==> src/rtl/dgt_pkg.sv <==
`timescale 1ns/1ps
package dgt_pkg;
  localparam int GAP_W = 4;
  localparam int REF_W = 9;

  typedef enum logic [2:0] {
    CMD_NOP    = 3'd0,
    CMD_ACT    = 3'd1,
    CMD_PRE    = 3'd2,
    CMD_PREALL = 3'd3,
    CMD_REF    = 3'd4,
    CMD_WR     = 3'd5,
    CMD_RD     = 3'd6
  } cmd_e;

  typedef struct packed {
    logic [REF_W-1:0] ref_act;
    logic [GAP_W-1:0] act_act;
    logic [GAP_W-1:0] pre_act;
    logic [GAP_W-1:0] preall_act;
    logic [GAP_W-1:0] act_wr;
    logic [GAP_W-1:0] wr_wr;
    logic [GAP_W-1:0] wr_rd;
  } gaps_t;
endpackage

==> src/rtl/gap_counter.sv <==
`timescale 1ns/1ps
module gap_counter #(
  parameter int W = 4
) (
  input  logic         clk,
  input  logic         rst_n,
  input  logic         load,
  input  logic [W-1:0] gap,
  output logic         clear
);
  logic [W-1:0] cnt;
  logic [W-1:0] ld_val;
  logic [W-1:0] dec_val;

  always_comb begin
    ld_val  = (gap == '0) ? '0 : gap - W'(1);
    dec_val = (cnt == '0) ? '0 : cnt - W'(1);
  end

  always_ff @(posedge clk or negedge rst_n) begin
    if (!rst_n)
      cnt <= '0;
    else if (load)
      cnt <= (ld_val > dec_val) ? ld_val : dec_val;
    else
      cnt <= dec_val;
  end

  assign clear = (cnt == '0);


  cnt_step_chk: assert property (@(posedge clk) disable iff (!rst_n)
    (!load && cnt != '0) |=> cnt == $past(cnt) - W'(1));


  no_shorten_chk: assert property (@(posedge clk) disable iff (!rst_n)
    (load && cnt > W'(1)) |=> cnt >= $past(cnt) - W'(1));


  zero_hold_chk: assert property (@(posedge clk) disable iff (!rst_n)
    (!load && cnt == '0) |=> clear);
endmodule

==> src/rtl/gap_regs.sv <==
`timescale 1ns/1ps
module gap_regs
  import dgt_pkg::*;
(
  input  logic        clk,
  input  logic        rst_n,
  input  logic        we,
  input  logic        addr,
  input  logic [31:0] wdata,
  output logic [31:0] rdata,
  output gaps_t       gaps
);
  gaps_t g;

  always_ff @(posedge clk or negedge rst_n) begin
    if (!rst_n) begin
      g <= '0;
    end else if (we) begin
      if (!addr) begin
        g.act_act    <= wdata[3:0];
        g.pre_act    <= wdata[7:4];
        g.preall_act <= wdata[11:8];
        g.ref_act    <= wdata[24:16];
      end else begin
        g.act_wr <= wdata[3:0];
        g.wr_wr  <= wdata[7:4];
        g.wr_rd  <= wdata[11:8];
      end
    end
  end

  always_comb begin
    if (!addr)
      rdata = {7'b0, g.ref_act, 4'b0, g.preall_act, g.pre_act, g.act_act};
    else
      rdata = {20'b0, g.wr_rd, g.wr_wr, g.act_wr};
  end

  assign gaps = g;


  ref_field_wr_chk: assert property (@(posedge clk) disable iff (!rst_n)
    (we && !addr) |=> g.ref_act == $past(wdata[24:16]));


  wrd1_keep_chk: assert property (@(posedge clk) disable iff (!rst_n)
    (we && !addr) |=> $stable(g.wr_rd));
endmodule

==> src/rtl/rank_tracker.sv <==
`timescale 1ns/1ps
module rank_tracker
  import dgt_pkg::*;
#(
  parameter int BANKS = 8,
  localparam int BW = (BANKS > 1) ? $clog2(BANKS) : 1
) (
  input  logic             clk,
  input  logic             rst_n,
  input  logic             hit,
  input  logic [2:0]       cmd_type,
  input  logic [BW-1:0]    cmd_bank,
  input  gaps_t            gaps,
  output logic [BANKS-1:0] act_ok,
  output logic [BANKS-1:0] wr_ok,
  output logic             rd_ok
);
  logic is_act, is_pre, is_preall, is_ref, is_wr;
  logic aa_clr, ra_clr, ww_clr, wrd_clr;

  always_comb begin
    is_act    = hit && (cmd_type == CMD_ACT);
    is_pre    = hit && (cmd_type == CMD_PRE);
    is_preall = hit && (cmd_type == CMD_PREALL);
    is_ref    = hit && (cmd_type == CMD_REF);
    is_wr     = hit && (cmd_type == CMD_WR);
  end

  gap_counter #(.W(GAP_W)) u_act_act (
    .clk(clk), .rst_n(rst_n), .load(is_act), .gap(gaps.act_act), .clear(aa_clr));
  gap_counter #(.W(REF_W)) u_ref_act (
    .clk(clk), .rst_n(rst_n), .load(is_ref), .gap(gaps.ref_act), .clear(ra_clr));
  gap_counter #(.W(GAP_W)) u_wr_wr (
    .clk(clk), .rst_n(rst_n), .load(is_wr), .gap(gaps.wr_wr), .clear(ww_clr));
  gap_counter #(.W(GAP_W)) u_wr_rd (
    .clk(clk), .rst_n(rst_n), .load(is_wr), .gap(gaps.wr_rd), .clear(wrd_clr));

  assign rd_ok = wrd_clr;

  for (genvar b = 0; b < BANKS; b++) begin : g_bank
    logic bank_sel, pa_load, pa_clr, aw_clr;
    logic [GAP_W-1:0] pa_gap;

    always_comb begin
      bank_sel = (cmd_bank == BW'(b));
      pa_load  = (is_pre && bank_sel) || is_preall;
      pa_gap   = is_preall ? gaps.preall_act : gaps.pre_act;
    end

    gap_counter #(.W(GAP_W)) u_pre_act (
      .clk(clk), .rst_n(rst_n), .load(pa_load), .gap(pa_gap), .clear(pa_clr));
    gap_counter #(.W(GAP_W)) u_act_wr (
      .clk(clk), .rst_n(rst_n), .load(is_act && bank_sel), .gap(gaps.act_wr),
      .clear(aw_clr));

    assign act_ok[b] = aa_clr && ra_clr && pa_clr;
    assign wr_ok[b]  = ww_clr && aw_clr;
  end


  act_act_block_chk: assert property (@(posedge clk) disable iff (!rst_n)
    (is_act && gaps.act_act > GAP_W'(1)) |=> act_ok == '0);


  preall_block_chk: assert property (@(posedge clk) disable iff (!rst_n)
    (is_preall && gaps.preall_act > GAP_W'(1)) |=> act_ok == '0);


  ref_block_chk: assert property (@(posedge clk) disable iff (!rst_n)
    (is_ref && gaps.ref_act > REF_W'(1)) |=> act_ok == '0);


  wr_rd_block_chk: assert property (@(posedge clk) disable iff (!rst_n)
    (is_wr && gaps.wr_rd > GAP_W'(1)) |=> !rd_ok);


  wr_wr_block_chk: assert property (@(posedge clk) disable iff (!rst_n)
    (is_wr && gaps.wr_wr > GAP_W'(1)) |=> wr_ok == '0);
endmodule

==> src/rtl/dram_gap_tracker.sv <==
`timescale 1ns/1ps
module dram_gap_tracker
  import dgt_pkg::*;
#(
  parameter int RANKS = 2,
  parameter int BANKS = 8,
  localparam int RW = (RANKS > 1) ? $clog2(RANKS) : 1,
  localparam int BW = (BANKS > 1) ? $clog2(BANKS) : 1
) (
  input  logic                   clk,
  input  logic                   rst_n,
  input  logic                   cfg_we,
  input  logic                   cfg_addr,
  input  logic [31:0]            cfg_wdata,
  output logic [31:0]            cfg_rdata,
  input  logic                   cmd_valid,
  input  logic [2:0]             cmd_type,
  input  logic [RW-1:0]          cmd_rank,
  input  logic [BW-1:0]          cmd_bank,
  output logic [RANKS*BANKS-1:0] act_ok,
  output logic [RANKS*BANKS-1:0] wr_ok,
  output logic [RANKS-1:0]       rd_ok
);
  gaps_t gaps;

  gap_regs u_regs (
    .clk(clk), .rst_n(rst_n), .we(cfg_we), .addr(cfg_addr),
    .wdata(cfg_wdata), .rdata(cfg_rdata), .gaps(gaps));

  for (genvar r = 0; r < RANKS; r++) begin : g_rank
    logic rank_hit;
    assign rank_hit = cmd_valid && (cmd_rank == RW'(r));

    rank_tracker #(.BANKS(BANKS)) u_rank (
      .clk(clk), .rst_n(rst_n), .hit(rank_hit), .cmd_type(cmd_type),
      .cmd_bank(cmd_bank), .gaps(gaps),
      .act_ok(act_ok[r*BANKS +: BANKS]), .wr_ok(wr_ok[r*BANKS +: BANKS]),
      .rd_ok(rd_ok[r]));


    other_rank_chk: assert property (@(posedge clk) disable iff (!rst_n)
      (!rank_hit && act_ok[r*BANKS +: BANKS] == '1) |=> act_ok[r*BANKS +: BANKS] == '1);
  end
endmodule

==> config.mk <==
export PLATFORM = sky130hd
export DESIGN_NAME = dram_gap_tracker
export DESIGN_NICKNAME = d
export VERILOG_FILES = /design/src/rtl/dgt_pkg.sv /design/src/rtl/gap_counter.sv /design/src/rtl/gap_regs.sv /design/src/rtl/rank_tracker.sv /design/src/rtl/dram_gap_tracker.sv
export SDC_FILE = /design/constraint.sdc
export NUM_CORES = 1
export LEC_CHECK = 0
export ABC_AREA = 1
export CORE_MARGIN = 1
export CORE_UTILIZATION = 40
export CTS_CLUSTER_SIZE = 25
export DETAILED_ROUTE_END_ITERATION = 8
export DONT_BUFFER_PORTS = 1
export GPL_TIMING_DRIVEN = 0
export MAX_ROUTING_LAYER = met4
export PLACE_DENSITY = 0.59
export SLEW_MARGIN = 10
export SYNTH_ARGS = -nofsm -noshare
export SYNTH_HDL_FRONTEND = slang
export SYNTH_SLANG_ARGS = --single-unit
==> constraint.sdc <==
create_clock -name clk -period 4 [get_ports clk]
set_clock_uncertainty 0.15 [all_clocks]
set_input_delay 0.8 -clock clk [delete_from_list [all_inputs] [get_ports clk]]
set_output_delay 0.8 -clock clk [all_outputs]
set_load 0.05 [all_outputs]
* Word-level counts from Yosys, hierarchy flattened *
Cells that the tools add are included.

storage, ports and cells
  flip-flop bits (word level) = 203
  input port bits = 44
  output and inout bits = 66
  word-level logic and storage cells = 422

operators by class
  add/subtract/negate cells = 47
  $lt $le $gt $ge = 40
  eq/ne operators = 12
  multiplexer cells = 130
  bitwise operators = 2
  reduce and logical (&&, ||, !) cells = 144

operators by type and width
  cell                                                                   count
  4-bit 2-to-1 mux                                                       122
  4-bit logical NOT                                                      44
  4-bit by 1-bit subtractor with 4-bit output, second input constant     44
  4-bit greater-than comparator                                          38
  1-bit logical AND                                                      78
  9-bit 2-to-1 mux                                                       7
  9-bit logical NOT                                                      3
  9-bit by 1-bit subtractor with 9-bit output, second input constant     3
  25-bit 2-to-1 mux                                                      1
  3-bit equality test, second input constant                             6
  9-bit greater-than comparator                                          2
  1-bit logical OR                                                       16
  3-bit by 2-bit equality test with 1-bit output, second input constant  4
  3-bit by 1-bit equality test with 1-bit output, second input constant  2
  2-bit AND reduction                                                    2
  3-bit logical NOT                                                      1
  1-bit NOT                                                              2

* Logic depth before layout (Yosys ltp) *
Gate-level depths: netlist of the first run.

  depth after elaboration = 9
  mapped depth = 21
  gate-level depth less buffers = 20

* By module *
Synthesis of the first run repeated with hierarchy kept, for this count alone.

second synthesis, totals
  cell total of the unflattened synthesis = 3261
  area total of the unflattened synthesis = 20728.6 um^2

by module, submodules not included
  module                                                 times used  cells each  area an instance (um^2)  seq. area each (um^2)
  gap_counter (g_rank[0].u_rank.g_bank[0].u_act_wr ...)  37          64          417.9                    100.1
  gap_counter (g_rank[0].u_rank.u_ref_act ...)           2           194         1128.6                   225.2
  gap_regs                                               1           215         1655.3                   825.8
  rank_tracker                                           2           111         460.4                    0.0
  gap_counter (g_rank[1].u_rank.g_bank[7].u_pre_act)     1           64          415.4                    100.1
  dram_gap_tracker                                       1           4           17.5                     0.0

* Least setup slack after synthesis of the first run *
Ideal clock, no wire load.

  kind = input to register
  start point = input cmd_type[2]
  end point = register g_rank[0].u_rank.g_bank[2].u_pre_act.cnt[2]
  setup time = 0.128 ns
  arrival time = 3.416 ns
  required time = 3.722 ns
  setup slack = 0.307 ns
  stages on the path = 18
  path buffers = 2
  cells stage by stage = buf_6 > nor3_4 > nand2_2 > buf_6 > nand2_2 > o21ai_2 > nor2_4 > inv_1 > a21oi_2 > ha_1 > a21oi_1 > nor2_1 > o21ai_0 > nand2_1 > nand2_4 > nor2_4 > nand2_2 > o21ai_1

between the ends
  cells in the longest elaborated chain, start to end = 8
  elaborated cells between the ends (all ways) = 13
  classes of those cells = add/sub: 1; order compare: 1; eq/ne: 2; mux: 4; reduce/logical: 5

RTL lines
  element                                                                           line                    source
  from (decl)                                                                       dram_gap_tracker.sv:17  input logic [2:0] cmd_type,
  3-bit by 2-bit equality test with 1-bit output                                    rank_tracker.sv:24      is_preall = hit && (cmd_type == CMD_PREALL);
  1-bit logical AND                                                                 rank_tracker.sv:24
  4-bit 2-to-1 mux                                                                  rank_tracker.sv:47      pa_gap = is_preall ? gaps.preall_act : gaps.pre_act;
  4-bit by 1-bit subtractor with 4-bit output or 4-bit logical NOT (tied branches)  gap_counter.sv:16       ld_val = (gap == '0) ? '0 : gap - W'(1);
  4-bit 2-to-1 mux                                                                  gap_counter.sv:16
  4-bit greater-than comparator                                                     gap_counter.sv:24       cnt <= (ld_val > dec_val) ? ld_val : dec_val;
  4-bit 2-to-1 mux                                                                  gap_counter.sv:24
  4-bit 2-to-1 mux (*)                                                              gap_counter.sv:23       else if (load)
  to (signal assigned)                                                              gap_counter.sv:24
  to (signal assigned)                                                              gap_counter.sv:26       cnt <= dec_val;
  to (decl)                                                                         gap_counter.sv:11       logic [W-1:0] cnt;

Mark *: on every way between the ends. The rest lies on a longest branch, timed or not.
A chain may end at the register's enable or synchronous reset.

* Worst setup path in the final report of the first run *
  start point = register g_rank[0].u_rank.u_ref_act.cnt[0]
  end point = output act_ok[1]

between the ends
  cells in the longest elaborated chain, start to end = 3

RTL lines
  element                         line                    source
  from (decl)                     gap_counter.sv:11
  from (signal assigned)          gap_counter.sv:24
  from (signal assigned)          gap_counter.sv:26
  9-bit logical NOT               gap_counter.sv:29       assign clear = (cnt == '0);
  1-bit logical AND (2 in a row)  rank_tracker.sv:56      assign act_ok[b] = aa_clr && ra_clr && pa_clr;
  to (decl)                       dram_gap_tracker.sv:20  output logic [RANKS*BANKS-1:0] act_ok,

No other way between the ends.

==> results of run 1 <==
==> flip-flops by register name, summed over array words and instances (netlist names) <==
name,flops
g_rank.u_rank.g_bank.u_act_wr.cnt,64
g_rank.u_rank.u_wr_rd.cnt,8
g_rank.u_rank.g_bank.u_pre_act.cnt,64
u_regs.gaps,33
g_rank.u_rank.u_wr_wr.cnt,8
g_rank.u_rank.u_act_act.cnt,8
g_rank.u_rank.u_ref_act.cnt,18
==> power breakdown <==
| part | total [mW] | switching [mW] | internal, mW |
|---|---|---|---|
| registers | 3.18 | 0.449 | 2.73 |
| clock network | 2.49 | 0.943 | 1.55 |
| logic | 6.90 | 4.51 | 2.39 |
| total | 12.6 | 5.90 | 6.67 |
==> layout make-up <==
class | instances | area, um^2
clock buffer | 38 | 787.0
fill | 3827 | 20690
timing repair buffer | 1 | 15.01
inverter | 372 | 1396
sequential | 203 | 5080
multi-input combinational | 1623 | 8726
buffer | 31 | 209.0
clock inverter | 8 | 120.1
tap | 511 | 639.4
==> synthesized netlist by cell type (2+ instances only) <==
master	n
mux2i_1	6
a21oi_1	149
nor3_1	17
o21ai_0	201
inv_2	4
o21ai_1	6
or2_2	3
nand3_1	61
inv_1	367
a21boi_0	6
o21bai_1	10
clkbuf_1	13
o22ai_1	15
nor2_2	11
nand2_4	8
nor4_1	2
nand2_2	12
nor2_4	9
nand2_1	438
a21oi_2	2
o21ai_4	3
a31o_2	3
buf_4	13
nand3b_1	2
buf_6	4
o21ai_2	14
xnor2_1	2
ha_1	153
nor2_1	416
o211ai_1	16
a211o_1	8
xor2_1	2
dfrtp_1	203
nand4_1	29
==> per-layer routing <==
layer | track usage | vias up | part of all wire | wire length, um
met5 | - | - | 0 | 0
met4 | 0.06661 | 0 | 0.025 | 992
met3 | 0.03798 | 58 | 0.052 | 2076
met2 | 0.3436 | 246 | 0.45 | 17990
met1 | 0.2638 | 6478 | 0.47 | 18590
li1 | - | 7199 | - | -
==> through the flow <==
stage,hold WS (ps),util,cells
floorplan,303.0,-,2229
global placement,318.2,0.4253,2740
detailed placement,323.6,0.4265,2741
CTS,-214.6,0.4506,2787
global route,-224.6,0.4506,2787
finish,-201.4,0.4506,2787
==> cell families after synthesis <==
family                   after synthesis
AO/OA/AOI/OAI                        437
XOR/XNOR                               4
adder cells (fa/ha/maj)              153
buffers and inverters                403
flip-flops                           203
multiplexers                           6
other                                  1
AND/OR/NAND/NOR                     1012
==> critical path, stage by stage (launching register included) <==
cell and delay [ps]:
dfrtp_1 400, inv_1 120, ha_1 160, inv_1 40, nor2_1 70, nand2_1 100
nor2_4 210, nand2_1 390, nor2_1 880
==> worst paths after layout <==
check | end | slack, ps | depth (start not counted)
max | act_ok[1] | 120 | 8
min | g_rank[1].u_rank.g_bank[3].u_act_wr.cnt[3]$_DFF_PN0_ | -200 | 0
max reg2reg | g_rank[0].u_rank.g_bank[6].u_act_wr.cnt[1]$_DFF_PN0_ | 600 | 12
min reg2reg | u_regs.gaps[23]$_DFFE_PN0P_ | 340 | 2
max in group asynchronous | g_rank[0].u_rank.g_bank[3].u_pre_act.cnt[2]$_DFF_PN0_ | 3690 | 0
min in group clk | u_regs.gaps[6]$_DFFE_PN0P_ | 260 | 2
==> results.toml, run 1 <==
[outcome]
status = "finished, violations left"
violations = "negative hold slack"

[clock_network]
post_cts_buffers = 0
htree_levels = 1
cts_resized = 0
clk_latency_ps = 550
root_buffer = "clkbuf_16"
cts.sinks = 203
cts-buffers-inserted = 27
path_clk_slew_ps = 60
clk_path_buf_depth = 3
cts_tree = "done"

[yosys]
ys.flop_type = "dfrtp_1"
synth_top_family_by_area = "simple AND/OR/NAND/NOR gates"
yosys-top-cells-area = "dfrtp_1, ha_1, nand2_1"
synth_compound_area_frac = 0.1591
synth_fa_ha_area_frac = 0.1248
synth-xor-area-share = 0.002284
yosys_register_bits = 203
synth.top_cell.area_share = 0.3311
syn_area_mm2 = 0.01534
synth_warnings = 0
async_flop_share = 1.000
synth_cells = 2219
seq_area_frac_synth = 0.3311
yosysTopAreaCell = "dfrtp_1"
synth-edff-count = 0
synth_cell_types = 45
synth_mux_area_frac = 0.003915
synthSimpleGateAreaFrac = 0.2740
syn_area_per_cell_um2 = 6.913

[power]
leakage_nw = 8.665
p_per_area_mw_per_mm2 = 741.1
irDropWorstVdd_mv = 0.3448
finalPower_mw = 12.58

[timing]
finalCritPeriodShare = 0.9706
hold_violations = 203
rsz0062_at_grt = "yes"
slew_violations = 0
fin_ws_ps = 117.5
setup_viol = 0
tns_ps = 0
fin_crit_ps = 3883
worst_pin_slew_ps = 1287
fin_hold_ws_ps = -201.4
max_slew_margin = 0.1346
max_freq_mhz = 257.6

[layout]
mostFrequentLayoutCells = "nand2_1, nor2_1, inv_1, dfrtp_1, o21ai_0"
layout_commonest_cell = "nand2_1"
n_antenna_cell = 0
stdcell_area_mm2 = 0.01697
syn2layout_area_growth_pct = 10.64
final_nets = 2456
drive_above_1_share = 0.06239

[drt]
wl_per_cell_um = 14.22
first_iter_violations = 751
wl_um = 39640
num_vias = 13980
drt_drc_violations_left = 0
final_antenna_net_count = 0
detail_route.vias_per_cell = 5.017
first_pass_iters = 5

[setup_path]
cp-start-kind = "flop"
endpoint_kind = "output port"
critPathLaunch = "g_rank[0].u_rank.u_ref_act.cnt[0]$_DFF_PN0_"
worstPathMaxFanout = 8
critPathArrivalTime_ps = 2930
worstSetupPathType = "reg2out"
required_ps = 3050
regToRegStartpoint = "u_regs.gaps[8]$_DFFE_PN0P_"

[placement]
hpwl_um = 29600
place.gp.congestion = 0.8754
placed_cell_area_mm2 = 0.01607
dpl_worst_slack_ps = -202.7
io_buffers = 0

[die]
io_pins = 110
coreArea_mm2 = 0.03767
start_util = 0.4073
die_w_um = 197.8
dieHeight_um = 197.8
rows = 71
die-area_mm2 = 0.03914

[job]
maxCapViolations = 0

[grt]
grt_pass1_wl_um = 64160
track_usage = 0.2106
grt_max_degree = 204
antenna_found_initial = 0
grt_pass1_vias = 13270
grt-ovfl-total = 0

[worst_hold_path]
worstHoldPathType = "in2async"
Note: power is estimated with default switching activity, not from simulation.
==> run 2, diff against run 1 <==
--- a/config.mk
+++ b/config.mk
@@ -5,7 +5,6 @@
 export SDC_FILE = /design/constraint.sdc
 export NUM_CORES = 1
 export LEC_CHECK = 0
-export ABC_AREA = 1
 export CORE_MARGIN = 1
 export CORE_UTILIZATION = 40
 export CTS_CLUSTER_SIZE = 25
@@ -17,4 +16,5 @@
 export SLEW_MARGIN = 10
 export SYNTH_ARGS = -nofsm -noshare
 export SYNTH_HDL_FRONTEND = slang
+export SYNTH_HIERARCHICAL = 1
 export SYNTH_SLANG_ARGS = --single-unit
==> run 2 against run 1 <==
The flow still finishes with violations (negative hold slack). Largest power group unchanged. Utilization decreased by 0.35 points. Die area increased by 16%. Wire length increased by 4.6%. Critical endpoint is now act_ok[13]. Maximum frequency increased by 4.0%.
==> results.toml, run 2 <==
[placement]
hpwl_um = 30100
placed_cell_area_mm2 = 0.01881
dp.cells = 2625
dpl_worst_slack_ps = -106.3
io_buffers = 0
place.gp.congestion = 0.8346

[die]
die_w_um = 213.4
die-area_mm2 = 0.04555
coreArea_mm2 = 0.04412
start_util = 0.4052
dieHeight_um = 213.4
io_pins = 110
rows = 77

[drt]
drt_drc_violations_left = 0
wl_um = 41470
num_vias = 14350
first_iter_violations = 539
first_pass_iters = 5
wl_per_cell_um = 15.43
final_antenna_net_count = 0
detail_route.vias_per_cell = 5.338

[timing]
fin_ws_ps = 267.3
rsz0062_at_grt = "no"
hold_violations = 203
tns_ps = 0
max_slew_margin = 0.3665
setup_viol = 0
fin_hold_ws_ps = -197.8
worst_pin_slew_ps = 948.3
fin_crit_ps = 3733
slew_violations = 0
finalCritPeriodShare = 0.9332
max_freq_mhz = 267.9

[setup_path]
endpoint_kind = "output port"
critPathArrivalTime_ps = 2780
path_depth = 6
worstSetupPathType = "reg2out"
max_stage_delay_ps = 620
required_ps = 3050
critPathTopFamily = "simple AND/OR/NAND/NOR gates"
worst_path_max_delay_cell = "and3_1"
cp-start-kind = "flop"
worstRegToRegCells = 12
cp.buffers_inverters = 1
worstPathMaxFanout = 11
cp_cell_sequence = "inv_1 -> ha_1 -> nor4b_2 -> nand2b_1 -> nor2_2 -> and3_1"

[clock_network]
clk_path_buf_depth = 3
cts.sinks = 203
cts-buffers-inserted = 28
path_clk_slew_ps = 60
htree_levels = 1
clk_latency_ps = 550
cts_tree = "done"
root_buffer = "clkbuf_16"

[yosys]
synth-edff-count = 0
syn_area_mm2 = 0.01788
synth_cell_types = 56
yosysTopAreaCell = "dfrtp_1"
syn_area_per_cell_um2 = 8.878
yosys_register_bits = 203
synth_warnings = 6
synth_common_cells = "dfrtp_1, inv_1, ha_1"
yosys-top-cells-area = "dfrtp_1, ha_1, mux2i_1"
yosys.cell_count.top_type = "dfrtp_1"
seq_area_frac_synth = 0.2841
async_flop_share = 1.000
synth_cells = 2014
synth.top_cell.area_share = 0.2841
ys.flop_type = "dfrtp_1"

[grt]
track_usage = 0.1895
grt_max_degree = 204
grt_pass1_vias = 13920
antenna_found_initial = 6
grt-ovfl-total = 0
grt_pass1_wl_um = 68640

[layout]
final_nets = 2285
drive_above_1_share = 0.1416
stdcell_count = 2688
utilization = 0.4471
stdcell_area_mm2 = 0.01973
mostFrequentLayoutCells = "dfrtp_1, inv_1, ha_1, nor2_1, nand2_1"
syn2layout_area_growth_pct = 10.35
layout_commonest_cell = "dfrtp_1"

[power]
finalPower_mw = 8.356
irDropWorstVdd_mv = 0.3400
leakage_nw = 8.978
p_per_area_mw_per_mm2 = 423.5

[job]
maxCapViolations = 0

[worst_hold_path]
worstHoldPathType = "in2async"

[outcome]
violations = "negative hold slack"
status = "finished, violations left"
[run 2: cells by family (layout without fill, tap and decap cells)]
| family | Yosys count | in the layout | share of synthesized area |
|---|---|---|---|
| AO/OA/AOI/OAI | 356 | 356 | 0.1394 |
| buffers and inverters | 210 | 269 | 0.04829 |
| other | 1 | 24 | 0.0002097 |
| flip-flops | 203 | 203 | 0.2841 |
| AND/OR/NAND/NOR | 789 | 789 | 0.2393 |
| multiplexers | 269 | 269 | 0.1602 |
| XOR/XNOR | 8 | 8 | 0.003919 |
| adder cells (fa/ha/maj) | 178 | 178 | 0.1246 |
[run 2: timing repair]
| item | in CTS | in global routing |
|---|---|---|
| buffers inserted | 0 | 0 |
| setup endpoints to repair | 0 | 2 |
| hold endpoints to repair | 203 | 203 |
| gates resized for setup | 0 | 2 |
[run 2: final timing paths]
check | start | end | slack (ps)
max | g_rank[1].u_rank/u_ref_act/cnt[0]$_DFF_PN0_ | act_ok[13] | 270
min | rst_n | g_rank[1].u_rank/g_bank[7].u_act_wr/cnt[1]$_DFF_PN0_ | -200
max reg2reg | u_regs/gaps[24]$_DFFE_PN0P_ | g_rank[1].u_rank/u_ref_act/cnt[4]$_DFF_PN0_ | 290
min reg2reg | u_regs/gaps[13]$_DFFE_PN0P_ | u_regs/gaps[13]$_DFFE_PN0P_ | 390
max in group asynchronous | rst_n | g_rank[1].u_rank/g_bank[2].u_pre_act/cnt[3]$_DFF_PN0_ | 3570
min in group clk | cfg_wdata[21] | u_regs/gaps[29]$_DFFE_PN0P_ | 220
[run 2: layout make-up]
| cell class | instances | area, um^2 |
|---|---|---|
| inverters | 186 | 698.2 |
| flip-flops and latches | 203 | 5087 |
| well taps | 592 | 740.7 |
| multi-input cells | 1611 | 12020 |
| plain buffers | 24 | 165.2 |
| clock inverters | 7 | 41.29 |
| fillers | 4235 | 24390 |
| diodes | 13 | 32.53 |
| clock buffers | 43 | 838.3 |
| repair buffers | 9 | 108.9 |
[run 2: report_power, final]
group          leakage, nW  switching, mW  internal, mW
Combinational         5.85           1.94          1.38
Sequential            2.70          0.377          2.27
Clock                0.434          0.965          1.43
[run 2: layer usage]
| metal | vias up | share of wire | GRT usage |
|---|---|---|---|
| li1 | 7375 | - | - |
| met1 | 6772 | 0.46 | 0.2314 |
| met2 | 145 | 0.46 | 0.3133 |
| met3 | 56 | 0.049 | 0.04174 |
| met4 | 0 | 0.024 | 0.05394 |
| met5 | - | 0 | - |
